## config.mk

```make
export PLATFORM = sky130hd
export DESIGN_NAME = comp_video_encoder
export DESIGN_NICKNAME = d
export VERILOG_FILES = /design/src/rtl/comp_video_enc_pkg.sv /design/src/rtl/cve_timing.sv /design/src/rtl/cve_sampler.sv /design/src/rtl/comp_video_encoder.sv
export SDC_FILE = /design/constraint.sdc
export NUM_CORES = 1
export LEC_CHECK = 0
export ABC_CLOCK_PERIOD_IN_PS = 9030
export BUFFER_PORTS_ARGS = -buffer_cell sky130_fd_sc_hd__buf_2
export CAP_MARGIN = 20
export CELL_PAD_IN_SITES_DETAIL_PLACEMENT = 2
export CELL_PAD_IN_SITES_GLOBAL_PLACEMENT = 2
export CORE_MARGIN = 1
export CORE_UTILIZATION = 38
export CTS_BUF_LIST = sky130_fd_sc_hd__clkbuf_2 sky130_fd_sc_hd__clkbuf_4 sky130_fd_sc_hd__clkbuf_8
export CTS_CLUSTER_SIZE = 20
export DETAILED_ROUTE_END_ITERATION = 16
export HOLD_SLACK_MARGIN = 0.02
export PLACE_DENSITY_LB_ADDON = 0.12
export REMOVE_ABC_BUFFERS = 1
export SLEW_MARGIN = 40
export SYNTH_ARGS = -nofsm -noshare
export SYNTH_HDL_FRONTEND = slang
export SYNTH_SLANG_ARGS = --single-unit
```

## constraint.sdc

```tcl
create_clock -name clk -period 9.03 [get_ports clk]
set_clock_uncertainty 0.15 [all_clocks]
set_input_delay 1.806 -clock clk [delete_from_list [all_inputs] [get_ports clk]]
set_output_delay 1.806 -clock clk [all_outputs]
set_load 0.005 [all_outputs]
```

## src/rtl/comp_video_enc_pkg.sv

```systemverilog
`timescale 1ns/1ps
package comp_video_enc_pkg;

    localparam int WORD_W = 10;

    localparam logic [WORD_W-1:0] CODE_ONES  = 10'h3FF;
    localparam logic [WORD_W-1:0] CODE_ZERO  = 10'h000;
    localparam logic [WORD_W-1:0] VID_MIN    = 10'h004;
    localparam logic [WORD_W-1:0] VID_MAX    = 10'h3FB;
    localparam logic [WORD_W-1:0] BLANK_LUMA = 10'h040;
    localparam logic [WORD_W-1:0] BLANK_CHRO = 10'h200;

    typedef enum logic [2:0] {
        SEL_BLANK    = 3'd0,
        SEL_ANC      = 3'd1,
        SEL_VIDEO    = 3'd2,
        SEL_TRS_ONES = 3'd3,
        SEL_TRS_ZERO = 3'd4,
        SEL_TRS_XYZ  = 3'd5
    } word_sel_e;

    // Round half up to (WORD_W - drop) bits, saturating at the top.
    function automatic logic [WORD_W-1:0] round_word(input logic [WORD_W-1:0] v,
                                                     input logic [1:0] drop);
        logic [WORD_W:0]   sum;
        logic [WORD_W:0]   half;
        logic [WORD_W-1:0] mask;
        mask = CODE_ONES << drop;
        half = (drop == 2'd0) ? '0 : ((WORD_W+1)'(1) << (drop - 2'd1));
        sum  = {1'b0, v} + half;
        if (sum[WORD_W]) begin
            return CODE_ONES & mask;
        end
        return sum[WORD_W-1:0] & mask;
    endfunction

    function automatic logic [WORD_W-1:0] limit_word(input logic [WORD_W-1:0] v);
        if (v < VID_MIN) begin
            return VID_MIN;
        end
        if (v > VID_MAX) begin
            return VID_MAX;
        end
        return v;
    endfunction

    function automatic logic [WORD_W-1:0] flag_word(input logic f, input logic v,
                                                    input logic h);
        return {1'b1, f, v, h, v ^ h, f ^ h, f ^ v, f ^ v ^ h, 2'b00};
    endfunction

endpackage

```

## src/rtl/cve_timing.sv

```systemverilog
`timescale 1ns/1ps
module cve_timing #(
    parameter int H_TOTAL      = 1728,
    parameter int FIELD_LINES  = 312,
    parameter int VBLANK_LINES = 24,
    localparam int FRAME_LINES = 2 * FIELD_LINES,
    localparam int HW          = $clog2(H_TOTAL),
    localparam int LW          = $clog2(FRAME_LINES)
) (
    input  logic          clk,
    input  logic          rst_n,
    input  logic          hdrive,
    input  logic          fdrive,
    output logic [HW-1:0] h_cnt,
    output logic [LW-1:0] line_cnt,
    output logic          f_flag,
    output logic          v_flag
);

    typedef struct packed {
        logic [HW-1:0] h;
        logic [LW-1:0] line;
    } cnt_t;

    cnt_t cnt_d, cnt_q;
    logic [LW-1:0] field_line;

    always_comb begin
        cnt_d = cnt_q;
        if (hdrive || (cnt_q.h == HW'(H_TOTAL - 1))) begin
            cnt_d.h    = '0;
            cnt_d.line = (cnt_q.line == LW'(FRAME_LINES - 1)) ? '0 : cnt_q.line + 1'b1;
        end else begin
            cnt_d.h = cnt_q.h + 1'b1;
        end
        if (fdrive) begin
            cnt_d.line = '0;
        end
    end

    always_ff @(posedge clk) begin
        if (!rst_n) begin
            cnt_q <= '0;
        end else begin
            cnt_q <= cnt_d;
        end
    end

    always_comb begin
        f_flag     = (cnt_q.line >= LW'(FIELD_LINES));
        field_line = f_flag ? (cnt_q.line - LW'(FIELD_LINES)) : cnt_q.line;
        v_flag     = (field_line < LW'(VBLANK_LINES));
    end

    assign h_cnt    = cnt_q.h;
    assign line_cnt = cnt_q.line;

endmodule

```

## src/rtl/cve_sampler.sv

```systemverilog
`timescale 1ns/1ps
module cve_sampler
    import comp_video_enc_pkg::*;
(
    input  logic              clk,
    input  logic              rst_n,
    input  logic [1:0]        phase,
    input  logic [WORD_W-1:0] y_in,
    input  logic [WORD_W-1:0] cb_in,
    input  logic [WORD_W-1:0] cr_in,
    input  logic [1:0]        wl_sel,
    output logic [WORD_W-1:0] vid_word
);

    // Component index: 0 = Cb, 1 = Y, 2 = Cr
    localparam int NCOMP = 3;

    logic [WORD_W-1:0] hold_d [NCOMP];
    logic [WORD_W-1:0] hold_q [NCOMP];
    logic [WORD_W-1:0] comp_in [NCOMP];
    logic [1:0]        load_phase [NCOMP];
    logic [1:0]        alt_phase [NCOMP];
    logic [WORD_W-1:0] raw;

    assign comp_in[0] = cb_in;
    assign comp_in[1] = y_in;
    assign comp_in[2] = cr_in;
    // Each hold loads one position ahead of the slot that reads it.
    assign load_phase[0] = 2'd3;
    assign load_phase[1] = 2'd0;
    assign load_phase[2] = 2'd1;
    assign alt_phase[0]  = 2'd3;
    assign alt_phase[1]  = 2'd2;
    assign alt_phase[2]  = 2'd1;

    for (genvar c = 0; c < NCOMP; c++) begin : g_hold
        always_comb begin
            hold_d[c] = hold_q[c];
            if ((phase == load_phase[c]) || (phase == alt_phase[c])) begin
                hold_d[c] = comp_in[c];
            end
        end

        always_ff @(posedge clk) begin
            if (!rst_n) begin
                hold_q[c] <= (c == 1) ? BLANK_LUMA : BLANK_CHRO;
            end else begin
                hold_q[c] <= hold_d[c];
            end
        end
    end

    always_comb begin
        unique case (phase)
            2'd0:    raw = hold_q[0];
            2'd2:    raw = hold_q[2];
            default: raw = hold_q[1];
        endcase
        vid_word = limit_word(round_word(raw, wl_sel));
    end

endmodule

```

## src/rtl/comp_video_encoder.sv

```systemverilog
`timescale 1ns/1ps
module comp_video_encoder
    import comp_video_enc_pkg::*;
#(
    parameter int ACTIVE_WORDS = 1440,
    parameter int BLANK_WORDS  = 288,
    parameter int FIELD_LINES  = 312,
    parameter int VBLANK_LINES = 24,
    localparam int H_TOTAL     = ACTIVE_WORDS + BLANK_WORDS,
    localparam int HW          = $clog2(H_TOTAL),
    localparam int LW          = $clog2(2 * FIELD_LINES)
) (
    input  logic              clk,
    input  logic              rst_n,
    input  logic              hdrive,
    input  logic              fdrive,
    input  logic [WORD_W-1:0] y_in,
    input  logic [WORD_W-1:0] cb_in,
    input  logic [WORD_W-1:0] cr_in,
    input  logic [1:0]        wl_sel,
    input  logic              anc_valid,
    input  logic [WORD_W-1:0] anc_data,
    output logic [WORD_W-1:0] word_out
);

    typedef struct packed {
        logic [WORD_W-1:0] word;
        word_sel_e         sel;
    } out_t;

    logic [HW-1:0]     h_cnt;
    logic [LW-1:0]     line_cnt;
    logic              f_flag;
    logic              v_flag;
    logic [WORD_W-1:0] vid_word;
    out_t              out_d, out_q;
    word_sel_e         sel_q;
    logic              in_eav, in_sav;
    logic [1:0]        trs_pos;

    cve_timing #(
        .H_TOTAL      (H_TOTAL),
        .FIELD_LINES  (FIELD_LINES),
        .VBLANK_LINES (VBLANK_LINES)
    ) u_timing (
        .clk      (clk),
        .rst_n    (rst_n),
        .hdrive   (hdrive),
        .fdrive   (fdrive),
        .h_cnt    (h_cnt),
        .line_cnt (line_cnt),
        .f_flag   (f_flag),
        .v_flag   (v_flag)
    );

    cve_sampler u_sampler (
        .clk      (clk),
        .rst_n    (rst_n),
        .phase    (h_cnt[1:0]),
        .y_in     (y_in),
        .cb_in    (cb_in),
        .cr_in    (cr_in),
        .wl_sel   (wl_sel),
        .vid_word (vid_word)
    );

    always_comb begin
        in_eav  = (h_cnt < HW'(4));
        in_sav  = (h_cnt >= HW'(BLANK_WORDS - 4)) && (h_cnt < HW'(BLANK_WORDS));
        trs_pos = h_cnt[1:0];
        out_d   = out_q;
        if (in_eav || in_sav) begin
            unique case (trs_pos)
                2'd0: begin
                    out_d.sel  = SEL_TRS_ONES;
                    out_d.word = CODE_ONES;
                end
                2'd3: begin
                    out_d.sel  = SEL_TRS_XYZ;
                    out_d.word = flag_word(f_flag, v_flag, in_eav);
                end
                default: begin
                    out_d.sel  = SEL_TRS_ZERO;
                    out_d.word = CODE_ZERO;
                end
            endcase
        end else if ((h_cnt >= HW'(BLANK_WORDS)) && !v_flag) begin
            out_d.sel  = SEL_VIDEO;
            out_d.word = vid_word;
        end else if (anc_valid) begin
            out_d.sel  = SEL_ANC;
            out_d.word = anc_data;
        end else begin
            out_d.sel  = SEL_BLANK;
            out_d.word = h_cnt[0] ? BLANK_LUMA : BLANK_CHRO;
        end
    end

    always_ff @(posedge clk) begin
        if (!rst_n) begin
            out_q <= '{word: BLANK_LUMA, sel: SEL_BLANK};
        end else begin
            out_q <= out_d;
        end
    end

    assign word_out = out_q.word;
    assign sel_q    = out_q.sel;

endmodule

```

==> results.sh <==
export IMPL_postRouteWirelength_um=10200
export IMPL_die_h_um=96.7
export IMPL_ys_seq_area_share_pct=35.8
export IMPL_grt_max_degree=44
export IMPL_numPortBuffers=56
export IMPL_cts_max_level=3
export IMPL_cts_tree="yes"
export IMPL_fp_dieW_um=96.7
export IMPL_fill_cells=992
export IMPL_antenna_found_initial=0
export IMPL_required_ns=9.12
export IMPL_syn_mean_instance_area_um2=8.58
export IMPL_r2r_end="word_out[2]"
export IMPL_drt_antenna_violating_nets=0
export IMPL_final_nets=504
export IMPL_timing_fmax_mhz=238
export IMPL_hold_violations=0
export IMPL_peakVddDrop_uv=59.9
export IMPL_hpwl_um=7340
export IMPL_synth_async_sr_flop_share_pct=0
export IMPL_path_max_fanout=6
export IMPL_finalSetupTns_ns=0
export IMPL_maxSlewHeadroom_pct=51.9
export IMPL_hold_path_class="flip-flop to flip-flop"
export IMPL_maxCapViolations=0
export IMPL_cp_arrival_ns=4.28
export IMPL_rsz0062_at_grt="false"
export IMPL_finalPower_w=0.000609
export IMPL_drc=0
export IMPL_synth_cells=397
export IMPL_num_vias=3105
export IMPL_holdBufCountCts=0
export IMPL_clock_sinks=61
export IMPL_synth_cell_types=63
export IMPL_post_route_period_util_pct=46.4
export IMPL_tightest_slew_ns=0.722
export IMPL_netlist_area_um2=3410
export IMPL_clk_insertion_delay_late_ns=0.36
export IMPL_grt_usage_pct=22.7
export IMPL_grt_pass1_vias=3332
export IMPL_area_growth_pct=16.1
export IMPL_setup_viol=0
export IMPL_grt_pass1_wl_um=17000
export IMPL_start_kind="input port"
export IMPL_crit_end="word_out[2]"
export IMPL_r2r_start="u_timing.h_cnt[0]"
export IMPL_cts_setup_buffers=0
export IMPL_worstSetupEndpointType="flip-flop"
export IMPL_r2r_cells=13
export IMPL_outcome="completed"
export IMPL_post_drt_wl_per_cell_um=18.3
export IMPL_drtIter0Drc=74
export IMPL_powerDensity_nw_per_um2=154
export IMPL_crit_start="wl_sel[1]"
export IMPL_leakage_nw=1.57
export IMPL_synth_edf_count=0
export IMPL_post_route_min_period_ns=4.19
export IMPL_dieArea_um2=9350
export IMPL_via_per_inst=5.56
export IMPL_cts_root_buffer="clkbuf_8"
export IMPL_ys_ff_latch=61
export IMPL_clk_pin_slew_ns=0.08
export IMPL_fp_row_count=34
export IMPL_cts_max_path_buffers=2
export IMPL_insertedDiodeCount=0
export IMPL_core_area_um2=8720
export IMPL_drv_slew=0
export IMPL_ioPinCount=57
export IMPL_dominantRegCellSynth="dfxtp_1"
export IMPL_numCtsBuffers=9
export IMPL_routabilityCongestion=0.748
export IMPL_ff2ff_setup_slack_ns=4.93
export IMPL_start_util_pct=39.1
export IMPL_gr_total_overflow=0
export IMPL_yosysWarnings=0
export IMPL_dr_pass1_iters=4
export IMPL_critPathKind="input port to flip-flop"
export IMPL_postCtsResizedCells=0
export IMPL_drive_gt1_share_pct=18.7
[placed cells by master, fill, tap and decap left out, drive strengths merged, types with 3 or more instances in the layout]
| cell type | count |
|---|---|
| a211o | 3 |
| a21boi | 9 |
| a21oi | 27 |
| a22oi | 9 |
| a31oi | 3 |
| and2 | 7 |
| and3 | 6 |
| buf | 58 |
| clkbuf | 10 |
| clkinv | 3 |
| dfxtp | 61 |
| ha | 11 |
| inv | 8 |
| mux2i | 26 |
| nand2 | 35 |
| nand3 | 20 |
| nor2 | 36 |
| nor2b | 24 |
| nor3 | 3 |
| nor3b | 5 |
| nor4bb | 3 |
| o21a | 7 |
| o21ai | 6 |
| or2 | 3 |
| or3 | 3 |
| or3b | 5 |
| xnor2 | 13 |
| xor2 | 9 |
[worst max-delay path, stage by stage]
cell	delay, ns
buf_2	0.12
nand2b_1	0.18
a21oi_1	0.08
fa_1	0.44
nand3_1	0.14
nand2_1	0.18
nand3_1	0.17
mux2i_1	0.34
nand2_1	0.14
or3_1	0.39
a221o_1	0.30
[how the worst min path moves through the flow]
stage	from	endpoint	slack [ns]	cells after the start
after floorplan	u_sampler.hold_q[2][9]	u_sampler.hold_q[2][9]	0.29	2
after global placement	u_sampler.hold_q[1][2]	u_sampler.hold_q[1][2]	0.31	2
after detailed placement	u_sampler.hold_q[2][9]	u_sampler.hold_q[2][9]	0.32	2
after CTS	u_sampler.hold_q[2][9]	u_sampler.hold_q[2][9]	0.34	2
after global routing	u_sampler.hold_q[0][9]	u_sampler.hold_q[0][9]	0.37	2
final	u_sampler.hold_q[2][9]	u_sampler.hold_q[2][9]	0.34	2
[power breakdown]
group / internal [W] / total [W] / switching (W)
combinational: 0.0000323 / 0.0000751 / 0.0000428
clock: 0.000130 / 0.000250 / 0.000120
sequential: 0.000280 / 0.000284 / 0.00000450
total: 0.000442 / 0.000609 / 0.000167
[synthesized netlist by cell type (2+ instances only)]
cell type  number  area [µm²]
a211o_1         3        26.3
nor4_1          2        12.5
a22oi_1         9        67.6
xnor2_1        13         114
o21ai_0         5        25.0
nand3_1        20         100
nand2b_1        2        12.5
and3_1          6        37.5
or3_1           3        18.8
a311o_1         2        20.0
nor3b_1         5        37.5
or2_2           2        12.5
a21oi_1        27         135
dfxtp_1        61        1220
nor4bb_1        3        30.0
nor2_1         36         135
inv_1           8        30.0
buf_2           2        10.0
nand2_1        35         131
nor3_1          3        15.0
o221ai_1        2        17.5
a221o_1         2        20.0
clkbuf_1       17        63.8
ha_1           11         138
a31oi_1         3        18.8
nor2b_1        24         150
mux2i_1        26         260
xor2_1          9        78.8
o21a_1          7        52.6
or3b_1          3        26.3
a211oi_1        2        15.0
and2_1          7        43.8
a21boi_0        7        52.6
[metrics by stage]
| stage | area, µm² | cells | hold slack (ns) | utilization, % | setup slack [ns] |
|---|---|---|---|---|---|
| floorplan | 3320 | 376 | 0.291 | - | 4.94 |
| finish | 3960 | 558 | 0.335 | 45.4 | 4.84 |
| global route | 3960 | 558 | 0.368 | 45.4 | 4.60 |
| detailed placement | 3760 | 542 | 0.318 | 43.1 | 4.55 |
| global placement | 3750 | 542 | 0.311 | 43.0 | 4.66 |
| CTS | 3960 | 558 | 0.338 | 45.4 | 4.85 |
[cell families after synthesis]
logic type | synth area share (%)
compound gates | 18.0
xor+xnor | 5.66
fa+ha+maj | 4.63
buf+inv | 3.49
flops | 35.8
mux | 7.64
other cells | 0.110
simple gates | 24.6
[final cells by class]
cell class                      count  area (µm²)  share of cell area, %
Clock buffer                       10         131                   3.32
Tap cell                          108         135                   3.42
Timing Repair Buffer               58         295                   7.47
Sequential cell                    61        1220                   30.9
Multi-Input combinational cell    307        2080                   52.5
Clock inverter                      6        63.8                   1.61
Inverter                            8        30.0                  0.759
[flip-flops by register name, indices dropped and copies added, names as in the netlist]
signal and flops:
u_timing.line_cnt 10, u_timing.h_cnt 11, u_sampler.hold_q 30, word_out 10
[per-layer routing]
metal	global-route usage [%]	share of wire [%]	vias to the layer above
li1	-	-	1512
met1	30.3	48	1535
met2	36.6	47	49
met3	5.27	3.3	9
met4	6.54	0.93	0
met5	0	0	-
No activity file was read; power rests on OpenSTA's default activity.
